===== src/rtl/wap_pkg.sv =====
package wap_pkg;

    localparam int BURST_LEN = 4;
    localparam int DATA_CYC  = BURST_LEN / 2;
    localparam int AP_BIT    = 10;

    typedef enum logic [1:0] {
        CMD_NOP,
        CMD_ACT,
        CMD_WRITE
    } cmd_e;

    typedef enum logic {
        ST_IDLE,
        ST_BUSY
    } state_e;

    typedef struct packed {
        logic cs_n;
        logic ras_n;
        logic cas_n;
        logic we_n;
    } pins_t;

    function automatic pins_t encode_cmd(cmd_e c);
        pins_t p;
        case (c)
            CMD_ACT:   p = '{cs_n: 1'b0, ras_n: 1'b0, cas_n: 1'b1, we_n: 1'b1};
            CMD_WRITE: p = '{cs_n: 1'b0, ras_n: 1'b1, cas_n: 1'b0, we_n: 1'b0};
            default:   p = '{cs_n: 1'b0, ras_n: 1'b1, cas_n: 1'b1, we_n: 1'b1};
        endcase
        return p;
    endfunction

    function automatic int max2(int a, int b);
        return (a > b) ? a : b;
    endfunction

    // cycles from one ACTIVATE to the earliest next ACTIVATE
    function automatic int gap_cycles(int rcd, int wl, int wr, int ras, int rp);
        return max2(rcd + wl + DATA_CYC + wr, ras) + rp;
    endfunction

endpackage


===== src/rtl/wap_ctrl.sv =====
module wap_ctrl
    import wap_pkg::*;
#(
    parameter int AW   = 14,
    parameter int CW   = 10,
    parameter int BW   = 3,
    parameter int DW   = 8,
    parameter int GAP  = 13,
    parameter int CNTW = 4
) (
    input  logic                        clk,
    input  logic                        rst,
    input  logic                        req_valid,
    output logic                        req_ready,
    input  logic [AW-1:0]               req_row,
    input  logic [CW-1:0]               req_col,
    input  logic [BW-1:0]               req_bank,
    input  logic [BURST_LEN*DW-1:0]     req_data,
    input  logic [BURST_LEN-1:0]        req_mask,
    output logic                        busy,
    output logic [CNTW-1:0]             cnt,
    output logic [AW-1:0]               row_q,
    output logic [CW-1:0]               col_q,
    output logic [BW-1:0]               bank_q,
    output logic [BURST_LEN*DW-1:0]     data_q,
    output logic [BURST_LEN-1:0]        mask_q
);

    localparam logic [CNTW-1:0] LAST_BUSY = CNTW'(GAP - 2);

    state_e          st_q;
    logic [CNTW-1:0] cnt_q;
    logic            take;

    assign req_ready = (st_q == ST_IDLE);
    assign take      = req_valid && req_ready;
    assign busy      = (st_q == ST_BUSY);
    assign cnt       = cnt_q;

    always_ff @(posedge clk) begin
        if (rst) begin
            st_q  <= ST_IDLE;
            cnt_q <= '0;
        end else begin
            case (st_q)
                ST_IDLE: begin
                    if (take) begin
                        st_q  <= ST_BUSY;
                        cnt_q <= '0;
                    end
                end
                default: begin
                    if (cnt_q == LAST_BUSY) st_q <= ST_IDLE;
                    cnt_q <= cnt_q + 1'b1;
                end
            endcase
        end
    end

    always_ff @(posedge clk) begin
        if (take) begin
            row_q  <= req_row;
            col_q  <= req_col;
            bank_q <= req_bank;
            data_q <= req_data;
            mask_q <= req_mask;
        end
    end

endmodule


===== src/rtl/wap_cmd.sv =====
module wap_cmd
    import wap_pkg::*;
#(
    parameter int AW    = 14,
    parameter int CW    = 10,
    parameter int BW    = 3,
    parameter int CNTW  = 4,
    parameter int T_RCD = 3
) (
    input  logic            busy,
    input  logic [CNTW-1:0] cnt,
    input  logic [AW-1:0]   row_q,
    input  logic [CW-1:0]   col_q,
    input  logic [BW-1:0]   bank_q,
    output logic            cke,
    output logic            cs_n,
    output logic            ras_n,
    output logic            cas_n,
    output logic            we_n,
    output logic [BW-1:0]   ba,
    output logic [AW-1:0]   addr
);

    cmd_e  cmd;
    pins_t pins;

    always_comb begin
        cmd = CMD_NOP;
        if (busy && cnt == '0)                 cmd = CMD_ACT;
        else if (busy && cnt == CNTW'(T_RCD))  cmd = CMD_WRITE;
    end

    always_comb begin
        addr = '0;
        ba   = '0;
        case (cmd)
            CMD_ACT: begin
                addr = row_q;
                ba   = bank_q;
            end
            CMD_WRITE: begin
                addr         = AW'(col_q);
                addr[AP_BIT] = 1'b1;
                ba           = bank_q;
            end
            default: ;
        endcase
    end

    assign pins  = encode_cmd(cmd);
    assign cs_n  = pins.cs_n;
    assign ras_n = pins.ras_n;
    assign cas_n = pins.cas_n;
    assign we_n  = pins.we_n;
    assign cke   = 1'b1;

endmodule


===== src/rtl/wap_dq.sv =====
module wap_dq
    import wap_pkg::*;
#(
    parameter int DW   = 8,
    parameter int CNTW = 4,
    parameter int D0   = 5
) (
    input  logic                    busy,
    input  logic [CNTW-1:0]         cnt,
    input  logic [BURST_LEN*DW-1:0] data_q,
    input  logic [BURST_LEN-1:0]    mask_q,
    output logic [DW-1:0]           dq_r,
    output logic [DW-1:0]           dq_f,
    output logic                    dm_r,
    output logic                    dm_f,
    output logic                    dqs_r,
    output logic                    dqs_f,
    output logic                    dq_oe,
    output logic                    dqs_oe
);

    localparam logic [CNTW-1:0] PRE_AT  = CNTW'(D0 - 1);
    localparam logic [CNTW-1:0] POST_AT = CNTW'(D0 + DATA_CYC);

    always_comb begin
        dq_r   = '0;
        dq_f   = '0;
        dm_r   = 1'b0;
        dm_f   = 1'b0;
        dqs_r  = 1'b0;
        dqs_f  = 1'b0;
        dq_oe  = 1'b0;
        dqs_oe = busy && (cnt >= PRE_AT) && (cnt <= POST_AT);
        for (int g = 0; g < DATA_CYC; g++) begin
            if (busy && cnt == CNTW'(D0 + g)) begin
                dq_r  = data_q[(2*g)*DW +: DW];
                dq_f  = data_q[(2*g+1)*DW +: DW];
                dm_r  = mask_q[2*g];
                dm_f  = mask_q[2*g+1];
                dqs_r = 1'b1;
                dq_oe = 1'b1;
            end
        end
    end

endmodule


===== src/rtl/wap_seq.sv =====
module wap_seq
    import wap_pkg::*;
#(
    parameter int AW    = 14,
    parameter int CW    = 10,
    parameter int BW    = 3,
    parameter int DW    = 8,
    parameter int T_RCD = 3,
    parameter int T_RAS = 8,
    parameter int T_RP  = 3,
    parameter int T_WR  = 3,
    parameter int WL    = 2
) (
    input  logic                    clk,
    input  logic                    rst,
    input  logic                    req_valid,
    output logic                    req_ready,
    input  logic [AW-1:0]           req_row,
    input  logic [CW-1:0]           req_col,
    input  logic [BW-1:0]           req_bank,
    input  logic [4*DW-1:0]         req_data,
    input  logic [3:0]              req_mask,
    output logic                    cke,
    output logic                    cs_n,
    output logic                    ras_n,
    output logic                    cas_n,
    output logic                    we_n,
    output logic [BW-1:0]           ba,
    output logic [AW-1:0]           addr,
    output logic [DW-1:0]           dq_r,
    output logic [DW-1:0]           dq_f,
    output logic                    dm_r,
    output logic                    dm_f,
    output logic                    dqs_r,
    output logic                    dqs_f,
    output logic                    dq_oe,
    output logic                    dqs_oe
);

    localparam int GAP  = gap_cycles(T_RCD, WL, T_WR, T_RAS, T_RP);
    localparam int CNTW = $clog2(GAP + 1);
    localparam int D0   = T_RCD + WL;

    logic                    busy;
    logic [CNTW-1:0]         cnt;
    logic [AW-1:0]           row_q;
    logic [CW-1:0]           col_q;
    logic [BW-1:0]           bank_q;
    logic [BURST_LEN*DW-1:0] data_q;
    logic [BURST_LEN-1:0]    mask_q;

    wap_ctrl #(
        .AW(AW), .CW(CW), .BW(BW), .DW(DW), .GAP(GAP), .CNTW(CNTW)
    ) u_ctrl (
        .clk(clk), .rst(rst),
        .req_valid(req_valid), .req_ready(req_ready),
        .req_row(req_row), .req_col(req_col), .req_bank(req_bank),
        .req_data(req_data), .req_mask(req_mask),
        .busy(busy), .cnt(cnt),
        .row_q(row_q), .col_q(col_q), .bank_q(bank_q),
        .data_q(data_q), .mask_q(mask_q)
    );

    wap_cmd #(
        .AW(AW), .CW(CW), .BW(BW), .CNTW(CNTW), .T_RCD(T_RCD)
    ) u_cmd (
        .busy(busy), .cnt(cnt),
        .row_q(row_q), .col_q(col_q), .bank_q(bank_q),
        .cke(cke), .cs_n(cs_n), .ras_n(ras_n), .cas_n(cas_n), .we_n(we_n),
        .ba(ba), .addr(addr)
    );

    wap_dq #(
        .DW(DW), .CNTW(CNTW), .D0(D0)
    ) u_dq (
        .busy(busy), .cnt(cnt), .data_q(data_q), .mask_q(mask_q),
        .dq_r(dq_r), .dq_f(dq_f), .dm_r(dm_r), .dm_f(dm_f),
        .dqs_r(dqs_r), .dqs_f(dqs_f), .dq_oe(dq_oe), .dqs_oe(dqs_oe)
    );

endmodule


===== config.mk =====
export PLATFORM = sky130hd
export DESIGN_NAME = wap_seq
export DESIGN_NICKNAME = d
export VERILOG_FILES = /design/src/rtl/wap_pkg.sv /design/src/rtl/wap_ctrl.sv /design/src/rtl/wap_cmd.sv /design/src/rtl/wap_dq.sv /design/src/rtl/wap_seq.sv
export SDC_FILE = /design/constraint.sdc
export NUM_CORES = 1
export LEC_CHECK = 0
export CORE_MARGIN = 2
export CORE_UTILIZATION = 40
export CTS_CLUSTER_SIZE = 8
export DETAILED_ROUTE_END_ITERATION = 10
export PLACE_DENSITY = 0.76
export SYNTH_ARGS = -nofsm -noshare
export SYNTH_HDL_FRONTEND = slang
export SYNTH_SLANG_ARGS = --single-unit

===== constraint.sdc =====
create_clock -name clk -period 5.4 [get_ports clk]
set_clock_uncertainty 0.05 [all_clocks]
set_input_delay 1.08 -clock clk [delete_from_list [all_inputs] [get_ports clk]]
set_output_delay 1.08 -clock clk [all_outputs]
set_load 0.01 [all_outputs]

# Word level (Yosys, flattened, before mapping)

Cells that the tools add are included.

Register bits: 68
Output and inout port bits: 45
Logic and storage cells: 47

$add $sub $neg: 1
Magnitude comparators: 2
Equal/unequal tests: 6
Muxes and demuxes: 20
Bitwise operators: 1
Reductions and logical operators: 10

Operators with widths:

| kind                                                                   | number |
|---|---|
| 8-bit two-way mux                                                      | 4 |
| 14-bit one-hot mux with 2 select lines                                 | 1 |
| 1-bit two-way mux                                                      | 9 |
| 4-bit by 3-bit equality test with 1-bit output (second input constant) | 2 |
| 4-bit two-way mux                                                      | 2 |
| 1-bit logical AND                                                      | 7 |
| 3-bit one-hot mux with 2 select lines                                  | 1 |
| 4-bit by 1-bit adder with 4-bit output (second input constant)         | 1 |
| 4-bit by 2-bit equality test with 1-bit output (second input constant) | 1 |
| 4-bit equality test (second input constant)                            | 1 |
| 4-bit by 3-bit >= comparator with 1-bit output (second input constant) | 1 |
| 4-bit by 3-bit <= comparator with 1-bit output (second input constant) | 1 |
| 4-bit zero test                                                        | 1 |
| 2-bit two-way mux                                                      | 2 |
| 3-bit two-way mux                                                      | 1 |
| 2-bit by 1-bit equality test with 1-bit output (second input constant) | 1 |
| 2-bit equality test (second input constant)                            | 1 |
| 2-bit nonzero test                                                     | 1 |
| 2-bit OR reduction                                                     | 1 |
| 1-bit inverter                                                         | 1 |

# Longest topological paths before layout

Gate-level depths: netlist of the first run.

Word-level depth: 7
Gate-level depth with buffers: 7
Depth with buffers taken out: 5

# By module

A second synthesis of the first run with hierarchy kept.

Cells, all modules: 214
Area total of the unflattened synthesis: 3027.9 um^2

Modules (own cells, without submodules):

| module   | instances | cells each | area each (um^2) | sequential area each (um^2) |
|---|---|---|---|---|
| wap_ctrl | 1         | 89         | 2149.6           | 1991.9 |
| wap_dq   | 1         | 71         | 520.5            | 0.0 |
| wap_cmd  | 1         | 54         | 357.8            | 0.0 |

# Worst setup path before layout of the first run

No wires, ideal clock.

Kind: input -> register
Start: in req_valid
End: reg u_ctrl.bank_q[0] (enable)
Setup time: 0.492 ns
Arrival time: 3.852 ns
Data required time: 4.858 ns
Setup slack: 1.006 ns
Stages on the path: 1
Buffers on the path: 0
Cells stage by stage: nor2b_1

Cells in the longest elaborated chain, start to end: 1

Ends and longest elaborated chain:

| what                 | line           | text |
|---|---|---|
| from (decl)          | wap_seq.sv:16  | `input logic req_valid,` |
| 1-bit logical AND    | wap_ctrl.sv:36 | `assign take = req_valid && req_ready;` |
| to (signal assigned) | wap_ctrl.sv:64 | `bank_q <= req_bank;` |
| to (decl)            | wap_ctrl.sv:24 | `output logic [BW-1:0] bank_q,` |

No other way between the ends.
A chain may end at the register's enable or synchronous reset.

# Worst setup path in the final report of the first run

Start: reg u_ctrl.st_q, in the netlist u_ctrl.busy
End: out addr[9]

Cells in the longest elaborated chain, start to end: 5

Ends and longest elaborated chain:

| what                                                                                  | line           | text |
|---|---|---|
| from (decl)                                                                           | wap_ctrl.sv:31 | `state_e st_q;` |
| from (signal assigned)                                                                | wap_ctrl.sv:42 | `st_q <= ST_IDLE;` |
| from (signal assigned)                                                                | wap_ctrl.sv:48 | `st_q <= ST_BUSY;` |
| from (signal assigned)                                                                | wap_ctrl.sv:53 | `if (cnt_q == LAST_BUSY) st_q <= ST_IDLE;` |
| 1-bit logical AND                                                                     | wap_cmd.sv:30  | `else if (busy && cnt == CNTW'(T_RCD)) cmd = CMD_WRITE;` |
| 2-bit two-way mux                                                                     | wap_cmd.sv:30  |  |
| 2-bit two-way mux (*)                                                                 | wap_cmd.sv:29  | `if (busy && cnt == '0) cmd = CMD_ACT;` |
| 2-bit equality test or 2-bit by 1-bit equality test with 1-bit output (tied branches) | wap_cmd.sv:36  | `case (cmd)` |
| 14-bit one-hot mux with 2 select lines (*)                                            | wap_cmd.sv:36  |  |
| to (decl)                                                                             | wap_seq.sv:29  | `output logic [AW-1:0] addr,` |

Mark *: on every way between the ends. The rest lies on a longest branch, timed or not.

==> results of run 1 <==
## synthesized netlist by cell type
cell type  number
a21oi_1         3
inv_2           1
buf_4           7
a31oi_1         1
edfxtp_1       63
and3b_1         1
a21o_1          1
nor2_2          1
buf_2           2
nor3b_2         2
and3_1          3
nor3b_1         1
and2_4          1
and2_1          4
inv_1           5
nand4b_1        1
conb_1          2
or3_1           1
nand2_1         1
buf_6           2
nand3_1         2
nand2b_1        1
a22o_1         28
and4b_1         1
mux2i_1         1
ha_1            4
nor2_1          3
o21a_1          1
dfxtp_1         5
nor3_1          1
nor2b_1         1
a211oi_1        1
## area by class of cell
class	instances	area, µm²	share of cell area, %
Multi-Input combinational cell	68	536	13.6
Tap cell	77	96.3	2.45
Clock inverter	7	77.6	1.98
Timing Repair Buffer	108	1080	27.5
Clock buffer	9	124	3.15
Sequential cell	68	1990	50.7
Inverter	6	22.5	0.574
## worst min-delay path, cell delays in order (launching register included)
cell	delay [ps]
dfxtp_1	370
nand2_1	80
a31oi_1	70
## power by group
group	leakage, nW	switching, mW	total, mW	internal (mW)
logic	0.655	0.0366	0.101	0.0643
registers	0.641	0.0101	0.619	0.609
clock network	0.0994	0.195	0.411	0.215
## registers in the layout, indices dropped and copies added (netlist names)
signal,cells
u_ctrl.data_q,32
u_ctrl.row_q,14
u_ctrl.col_q,10
u_ctrl.cnt,4
u_ctrl.mask_q,4
u_ctrl.bank_q,3
u_ctrl.busy,1
## worst max path at each step
| stage | from | endpoint | slack (ps) | depth (start not counted) |
|---|---|---|---|---|
| after floorplan | req_valid | u_ctrl.bank_q[0] | 1010 | 1 |
| after global placement | u_ctrl.busy | addr[8] | 1930 | 4 |
| after detailed placement | u_ctrl.busy | addr[5] | 1830 | 4 |
| after CTS | u_ctrl.busy | addr[9] | 1440 | 4 |
| after global routing | u_ctrl.busy | addr[4] | 1250 | 4 |
| final | u_ctrl.busy | addr[9] | 1460 | 4 |
## metal layers
layer  share of wire [%]  vias to the layer above  track usage [%]
li1                    -                      806                -
met1                  39                      822             17.8
met2                  49                       83             25.4
met3                 9.8                        6             6.61
met4                 1.6                        0             7.36
met5                   0                        -                0
## cells by family (layout without fill, tap and decap cells)
family          count (synthesis)  in the layout  share of synthesized area [%]
buf+inv                        17            130                           4.10
flops                          68             68                           75.9
mux                             1              1                          0.382
fa+ha+maj                       4              4                           1.91
simple gates                   25             25                           6.39
compound gates                 35             35                           11.0
other cells                     2              3                          0.286
## through the flow
stage / setup slack [ps] / util (%)
global placement: 1930 / 58.7
CTS: 1440 / 61.8
global route: 1250 / 61.8
detailed placement: 1830 / 58.7
floorplan: 1010 / -
finish: 1460 / 61.8
==> impl_metrics.yaml, run 1 <==
worst_setup_path:
  crit_chain: "nor3b_2 > nor3b_2 > a22o_1 > clkdlybuf4s50_1"
  critPathMaxFanout: 13
  cp-start-kind: "register"
  reg2reg_to: "u_ctrl.row_q[12]"
  cp-end-kind: "output port"
  critPathArrivalTime_ps: 2810
  critPathRequiredTime_ps: 4270
  rrSetupSlack_ps: 3410
  critical_path.most_common_cell: "nor3b_2"
  crit_type: "reg -> out"
  path_delay_family: "simple AND/OR/NAND/NOR gates"
  r2r_cells: 2
  r2r_start: "u_ctrl.busy"
  critPathMaxStageDelay_ps: 730
  crit_slowest_cell: "nor3b_2"
  worst-path-buf-inv: 1
worst_hold_path:
  min_from: "u_ctrl.cnt[3]"
  hold_end: "u_ctrl.cnt[3]"
  min_path_cells: 2
  hold_class: "reg -> reg"
floorplan:
  die_area_um2: 7220
  die_h_um: 85.0
  core-area_um2: 6350
  row_count: 29
  start_util_pct: 41.3
  fp.dieW_um: 85.0
  io_pins: 111
layout:
  drive_gt1_share_pct: 8.65
  mostFrequentLayoutCells: "clkdlybuf4s50_1, edfxtp_1, a22o_1"
  postLayoutCellArea_um2: 3930
  mostFrequentLayoutCell: "clkdlybuf4s50_1"
  area_growth_pct: 49.6
  final_nets: 331
  antenna_cells: 0
  fin_cells: 343
  fillers: 466
timing:
  drv_slew: 0
  hold_violations: 0
  finalCritPeriodShare_pct: 72.9
  timing.fmax_mhz: 254
  fin_crit_ps: 3940
  tightest_slew_ps: 802
  rsz0062_at_grt: "false"
  setup_violations: 0
  whs_ps: 513
  slew_headroom_pct: 46.3
  fin_tns_setup_ps: 0
routing:
  drc: 0
  drt_iter0_drc: 56
  routedWlPerCell_um: 15.9
  firstDrtPassIters: 5
  detail-route-antenna-nets: 0
  wirelength_mm: 5.46
  viasPerCell: 5.01
  vias: 1717
synthesis:
  syn_inst: 152
  yosysWarnings: 0
  syn_area_per_cell_um2: 17.3
  synth_seq_area_share_pct: 75.9
  synthTopCellsByArea: "edfxtp_1, a22o_1, dfxtp_1"
  ys_ff_latch: 68
  yosysTopAreaCell: "edfxtp_1"
  netlist_area_um2: 2620
  synth_top_area_share_pct: 72.1
  synth_cell_types: 32
clock_tree:
  clk_latency_ps: 330
  htreeDepth: 3
  clockBufferDepth: 2
  cts_tree: "done"
  post_cts_buffers: 0
  cts-root-buf: "clkbuf_8"
  cts_resized: 0
  path_clk_slew_ps: 80
  postCtsHoldBufs: 0
  numCtsBuffers: 9
  clock_sinks: 68
placement:
  gp_congestion: 0.796
  io_buffers: 107
  dp_cells: 327
  dp_hpwl_mm: 3.84
  placed_cell_area_um2: 3720
global_routing:
  globalRouteTotalUtil_pct: 15.6
  globalRouteOverflowTotal: 0
  grt_pass1_vias: 1872
  antenna_found_initial: 0
  grt_pass1_wl_mm: 8.71
  grt_start_max_net_pins: 42
power_and_ir_drop:
  ir_drop_uv: 183
  finalPower_mw: 1.13
  power_density_nw_per_um2: 288
  leakagePower_nw: 1.40
job:
  max_cap_violations: 0
status:
  outcome: "finished clean"
No activity file was read; power rests on OpenSTA's default activity.
==> run 2: changes to the inputs <==
- clock period: 5.4 -> 3.9 ns (I/O delays scaled with it)
==> run 2 against run 1 <==
Compared with the run above:
- first-iteration DRC count increased by 23%
- largest power group unchanged
- cell area is 0.57% higher
- clock-buffer cell count did not move
- register-to-register slack lost 1200 ps
- critical path depth unchanged
- hold slack gained 18 ps
- sequential power grew 38%
- wire length decreased by 2.8%
- total power up 38%
==> impl_metrics.yaml, run 2 (synthesized netlist as in run 1, its figures left out) <==
layout:
  area_growth_pct: 50.5
  top_register: "u_ctrl.data_q"
  antenna_cells: 0
  ff_latch_area_um2: 1990
  multiInputGateArea_um2: 536
  drive_gt1_share_pct: 8.96
  mostFrequentLayoutCell: "clkdlybuf4s50_1"
  mostFrequentLayoutCells: "clkdlybuf4s50_1, edfxtp_1, a22o_1"
  largest_reg_flops: 32
  fin_cells: 345
  final_nets: 333
  top_regs: "u_ctrl.data_q: 32 flops, u_ctrl.row_q: 14 flops, u_ctrl.col_q: 10 flops"
  fillers: 484
clock_tree:
  htreeDepth: 3
  path_clk_slew_ps: 80
  clockBufferDepth: 2
  clock_sinks: 68
  clk_latency_ps: 330
  numCtsBuffers: 9
  cts_resized: 0
  cts_tree: "done"
  post_cts_buffers: 0
  cts-root-buf: "clkbuf_8"
  postCtsHoldBufs: 0
worst_hold_path:
  min_from: "u_ctrl.cnt[3]"
  hold_end: "u_ctrl.cnt[3]"
  hold_class: "reg -> reg"
  min_path_cells: 2
global_routing:
  grt_pass1_wl_mm: 8.48
  grt_start_max_net_pins: 44
  globalRouteOverflowTotal: 0
  grt_pass1_vias: 1793
  antenna_found_initial: 0
  globalRouteTotalUtil_pct: 15.8
power_and_ir_drop:
  p_switching_mw: 0.333
  clock_power_share_pct: 36.2
  p_sw_share_pct: 21.3
  p_seq_share_pct: 54.7
  power_density_nw_per_um2: 396
  combPwrFrac_pct: 9.1
  ir_drop_uv: 258
  leakagePower_nw: 1.41
  p_int_mw: 1.23
routing:
  viasPerCell: 4.86
  wirelength_mm: 5.31
  drt_iter0_drc: 69
  detail-route-antenna-nets: 0
  firstDrtPassIters: 4
  routedWlPerCell_um: 15.4
  drc: 0
  vias: 1677
timing:
  drv_slew: 0
  setup_violations: 0
  rsz0062_at_grt: "false"
  slew_headroom_pct: 60.4
  whs_ps: 531
  fin_crit_ps: 3330
  fin_tns_setup_ps: 0
  hold_violations: 0
  tightest_slew_ps: 592
  timing.fmax_mhz: 300
  finalCritPeriodShare_pct: 85.4
worst_setup_path:
  r2r_start: "u_ctrl.busy"
  critPathArrivalTime_ps: 2500
  critPathRequiredTime_ps: 3070
  rrSetupSlack_ps: 2220
  crit_type: "reg -> out"
  reg2reg_to: "u_ctrl.data_q[24]"
  cp-end-kind: "output port"
  critPathMaxFanout: 13
  startpoint: "u_ctrl.busy"
  r2r_cells: 2
  cp-start-kind: "register"
placement:
  dp_hpwl_mm: 3.75
  io_buffers: 107
  dp_cells: 329
  gp_congestion: 0.777
floorplan:
  row_count: 29
  start_util_pct: 41.3
  io_pins: 111
  fp.dieW_um: 85.0
  die_area_um2: 7220
  core-area_um2: 6350
  die_h_um: 85.0
status:
  outcome: "finished clean"
job:
  max_cap_violations: 0
[run 2: cell count changes in the layout (fill, tap and decap cells not counted), sizes merged]
cell | before | now
buf | 1 | 3
inv | 6 | 9
clkinv | 5 | 2
[run 2: cell type report]
class                   count  share of cell area, %
clock buffers               9                   3.14
well taps                  77                   2.44
inverters                   6                  0.570
clock inverters             7                   1.84
repair buffers            110                   28.0
multi-input cells          68                   13.6
flip-flops and latches     68                   50.4
[run 2: stage by stage]
step                      setup WS, ps  util, %  power, mW  instance area (µm²)
final                              569     62.2       1.57                 3950
after global routing               353     62.2       1.65                 3950
after CTS                          540     62.2       1.59                 3950
after detailed placement           926     59.1       1.02                 3750
after global placement             956     59.1       1.01                 3750
after floorplan                    985        -      0.915                 2630
[run 2: worst max path at each step]
stage,to,cells past startpoint
2_1_floorplan,u_ctrl.bank_q[0],1
3_3_place_gp,addr[5],4
3_5_place_dp,addr[5],4
4_1_cts,addr[5],4
5_1_grt,addr[5],4
6_report,addr[5],4
[run 2: layer usage]
metal  GRT usage [%]  up-vias  part of all wire (%)
met5               0        -                     0
met4            8.23        0                   1.9
met3            7.20       10                    10
met2            24.5       88                    47
met1            18.4      770                    41
li1                -      809                     -
[run 2: power groups by stage]
stage | Clock, mW | Sequential, mW | Combinational [mW]
5_1_grt | 0.633 | 0.860 | 0.154
3_3_place_gp | 0 | 0.873 | 0.140
4_1_cts | 0.591 | 0.856 | 0.144
2_1_floorplan | 0 | 0.869 | 0.0461
3_5_place_dp | 0 | 0.873 | 0.142
6_report | 0.567 | 0.856 | 0.142
[run 2: worst max-delay path, cell delays in order, from the launching register on]
cell and delay, ps:
dfxtp_1 570, nor3b_2 360, and2_1 460, a22o_1 210
clkdlybuf4s50_1 560
==> run 3: changes to the inputs <==
- CORE_UTILIZATION: 40 -> 39
- PLACE_DENSITY: 0.76 -> 0.82
==> run 3 against run 2 <==
Compared with the run above:
- sequential cell count is the same
- first-iteration DRC count down 4.3%
- cell area down 0.32%
- utilization is 0.90 points lower
- clock power shrank 3.9%
- hold slack improved by 10 ps
- sequential power is essentially flat
- non-clock buffer count is 1 lower
- die area increased by 2.4%
- sequential share of layout area grew 0.16 points
==> impl_metrics.yaml, run 3 (synthesized netlist as in run 1, its figures left out) <==
layout:
  area_growth_pct: 50.0
  ff_latch_area_um2: 1990
  multiInputGateArea_um2: 536
  fillers: 486
  top_register: "u_ctrl.data_q"
  top_regs: "u_ctrl.data_q: 32 flops, u_ctrl.row_q: 14 flops, u_ctrl.col_q: 10 flops"
  largest_reg_flops: 32
  antenna_cells: 0
  mostFrequentLayoutCell: "clkdlybuf4s50_1"
  final_nets: 332
  mostFrequentLayoutCells: "clkdlybuf4s50_1, edfxtp_1, a22o_1"
  drive_gt1_share_pct: 8.61
routing:
  firstDrtPassIters: 5
  routedWlPerCell_um: 15.3
  detail-route-antenna-nets: 0
  drt_iter0_drc: 66
  drc: 0
  vias: 1686
  viasPerCell: 4.90
  wirelength_mm: 5.26
clock_tree:
  cts-root-buf: "clkbuf_8"
  htreeDepth: 3
  clk_latency_ps: 330
  cts_resized: 0
  path_clk_slew_ps: 70
  postCtsHoldBufs: 0
  post_cts_buffers: 0
  cts_tree: "done"
  clockBufferDepth: 2
  clock_sinks: 68
  numCtsBuffers: 9
timing:
  timing.fmax_mhz: 296
  fin_ws_ps: 517
  tightest_slew_ps: 750
  fin_tns_setup_ps: 0
  fin_crit_ps: 3380
  drv_slew: 0
  hold_violations: 0
  rsz0062_at_grt: "false"
  finalCritPeriodShare_pct: 86.7
  slew_headroom_pct: 49.9
  setup_violations: 0
worst_setup_path:
  critPathArrivalTime_ps: 2550
  path_delay_family: "simple AND/OR/NAND/NOR gates"
  critPathRequiredTime_ps: 3070
  cp-end-kind: "output port"
  critPathMaxFanout: 13
  worst-path-buf-inv: 1
  critPathMaxStageDelay_ps: 590
  cp-start-kind: "register"
  crit_chain: "nor3b_2 > and2_1 > a22o_1 > clkdlybuf4s50_1"
  crit_slowest_cell: "dfxtp_1"
  crit_type: "reg -> out"
worst_hold_path:
  hold_class: "reg -> reg"
global_routing:
  grt_pass1_vias: 1773
  grt_pass1_wl_mm: 8.36
  globalRouteTotalUtil_pct: 15.1
  globalRouteOverflowTotal: 0
  grt_start_max_net_pins: 44
  antenna_found_initial: 0
floorplan:
  fp.dieW_um: 86.0
  core-area_um2: 6420
  start_util_pct: 40.9
  die_area_um2: 7400
  die_h_um: 86.0
  io_pins: 111
  row_count: 29
power_and_ir_drop:
  ir_drop_uv: 253
  leakagePower_nw: 1.40
  power_density_nw_per_um2: 392
job:
  max_cap_violations: 0
placement:
  io_buffers: 107
  dp_hpwl_mm: 3.68
  gp_congestion: 0.734
  place_ws_ps: 842
status:
  outcome: "finished clean"
==> run 3: cell types whose count changed in the layout (fill, tap and decap cells not counted) <==
cell        previous run  this run
buf_4                  2         1
clkinvlp_4             1         2
inv_6                  3         0
clkinv_2               1         2
clkinv_4               0         1
==> run 3: through the flow <==
step / total power [mW] / instances / instance area (µm²) / hold WS (ps) / util [%]
floorplan: 0.915 / 153 / 2630 / 453 / -
global placement: 1.01 / 328 / 3740 / 493 / 58.3
detailed placement: 1.02 / 328 / 3740 / 505 / 58.3
CTS: 1.57 / 344 / 3940 / 527 / 61.3
global route: 1.61 / 344 / 3940 / 600 / 61.3
finish: 1.54 / 344 / 3940 / 541 / 61.3
==> run 3: report_power, final <==
group / internal, mW / total (mW) / switching [mW]
sequential: 0.843 / 0.856 / 0.0133
clock: 0.291 / 0.545 / 0.254
combinational: 0.0910 / 0.143 / 0.0519
==> run 3: area by class of cell <==
| type | count | share of cell area, % |
|---|---|---|
| clock inverter | 7 | 1.72 |
| multi-input combinational | 68 | 13.6 |
| tap | 77 | 2.45 |
| timing repair buffer | 109 | 27.9 |
| clock buffer | 9 | 3.15 |
| sequential | 68 | 50.6 |
| inverter | 6 | 0.572 |
==> run 3: routing by layer <==
layer	vias to the layer above	GRT usage [%]	wire, µm
li1	807	-	-
met1	773	17.3	2170
met2	96	23.8	2490
met3	10	6.35	510
met4	0	8.08	100
met5	-	0	0
==> run 3: final timing paths <==
| check | slack (ps) | cells after the start | end | from |
|---|---|---|---|---|
| max | 520 | 4 | addr[4] | u_ctrl.busy |
| min | 540 | 2 | u_ctrl.cnt[3] | u_ctrl.cnt[3] |
| max reg2reg | 2210 | 2 | u_ctrl.row_q[9] | u_ctrl.busy |
| min reg2reg | 540 | 2 | u_ctrl.cnt[3] | u_ctrl.cnt[3] |
==> run 3: tightest hold or removal path, stage by stage, from the launching register on <==
cell and delay (ps):
dfxtp_1 380, nand3_1 90, a31oi_1 70
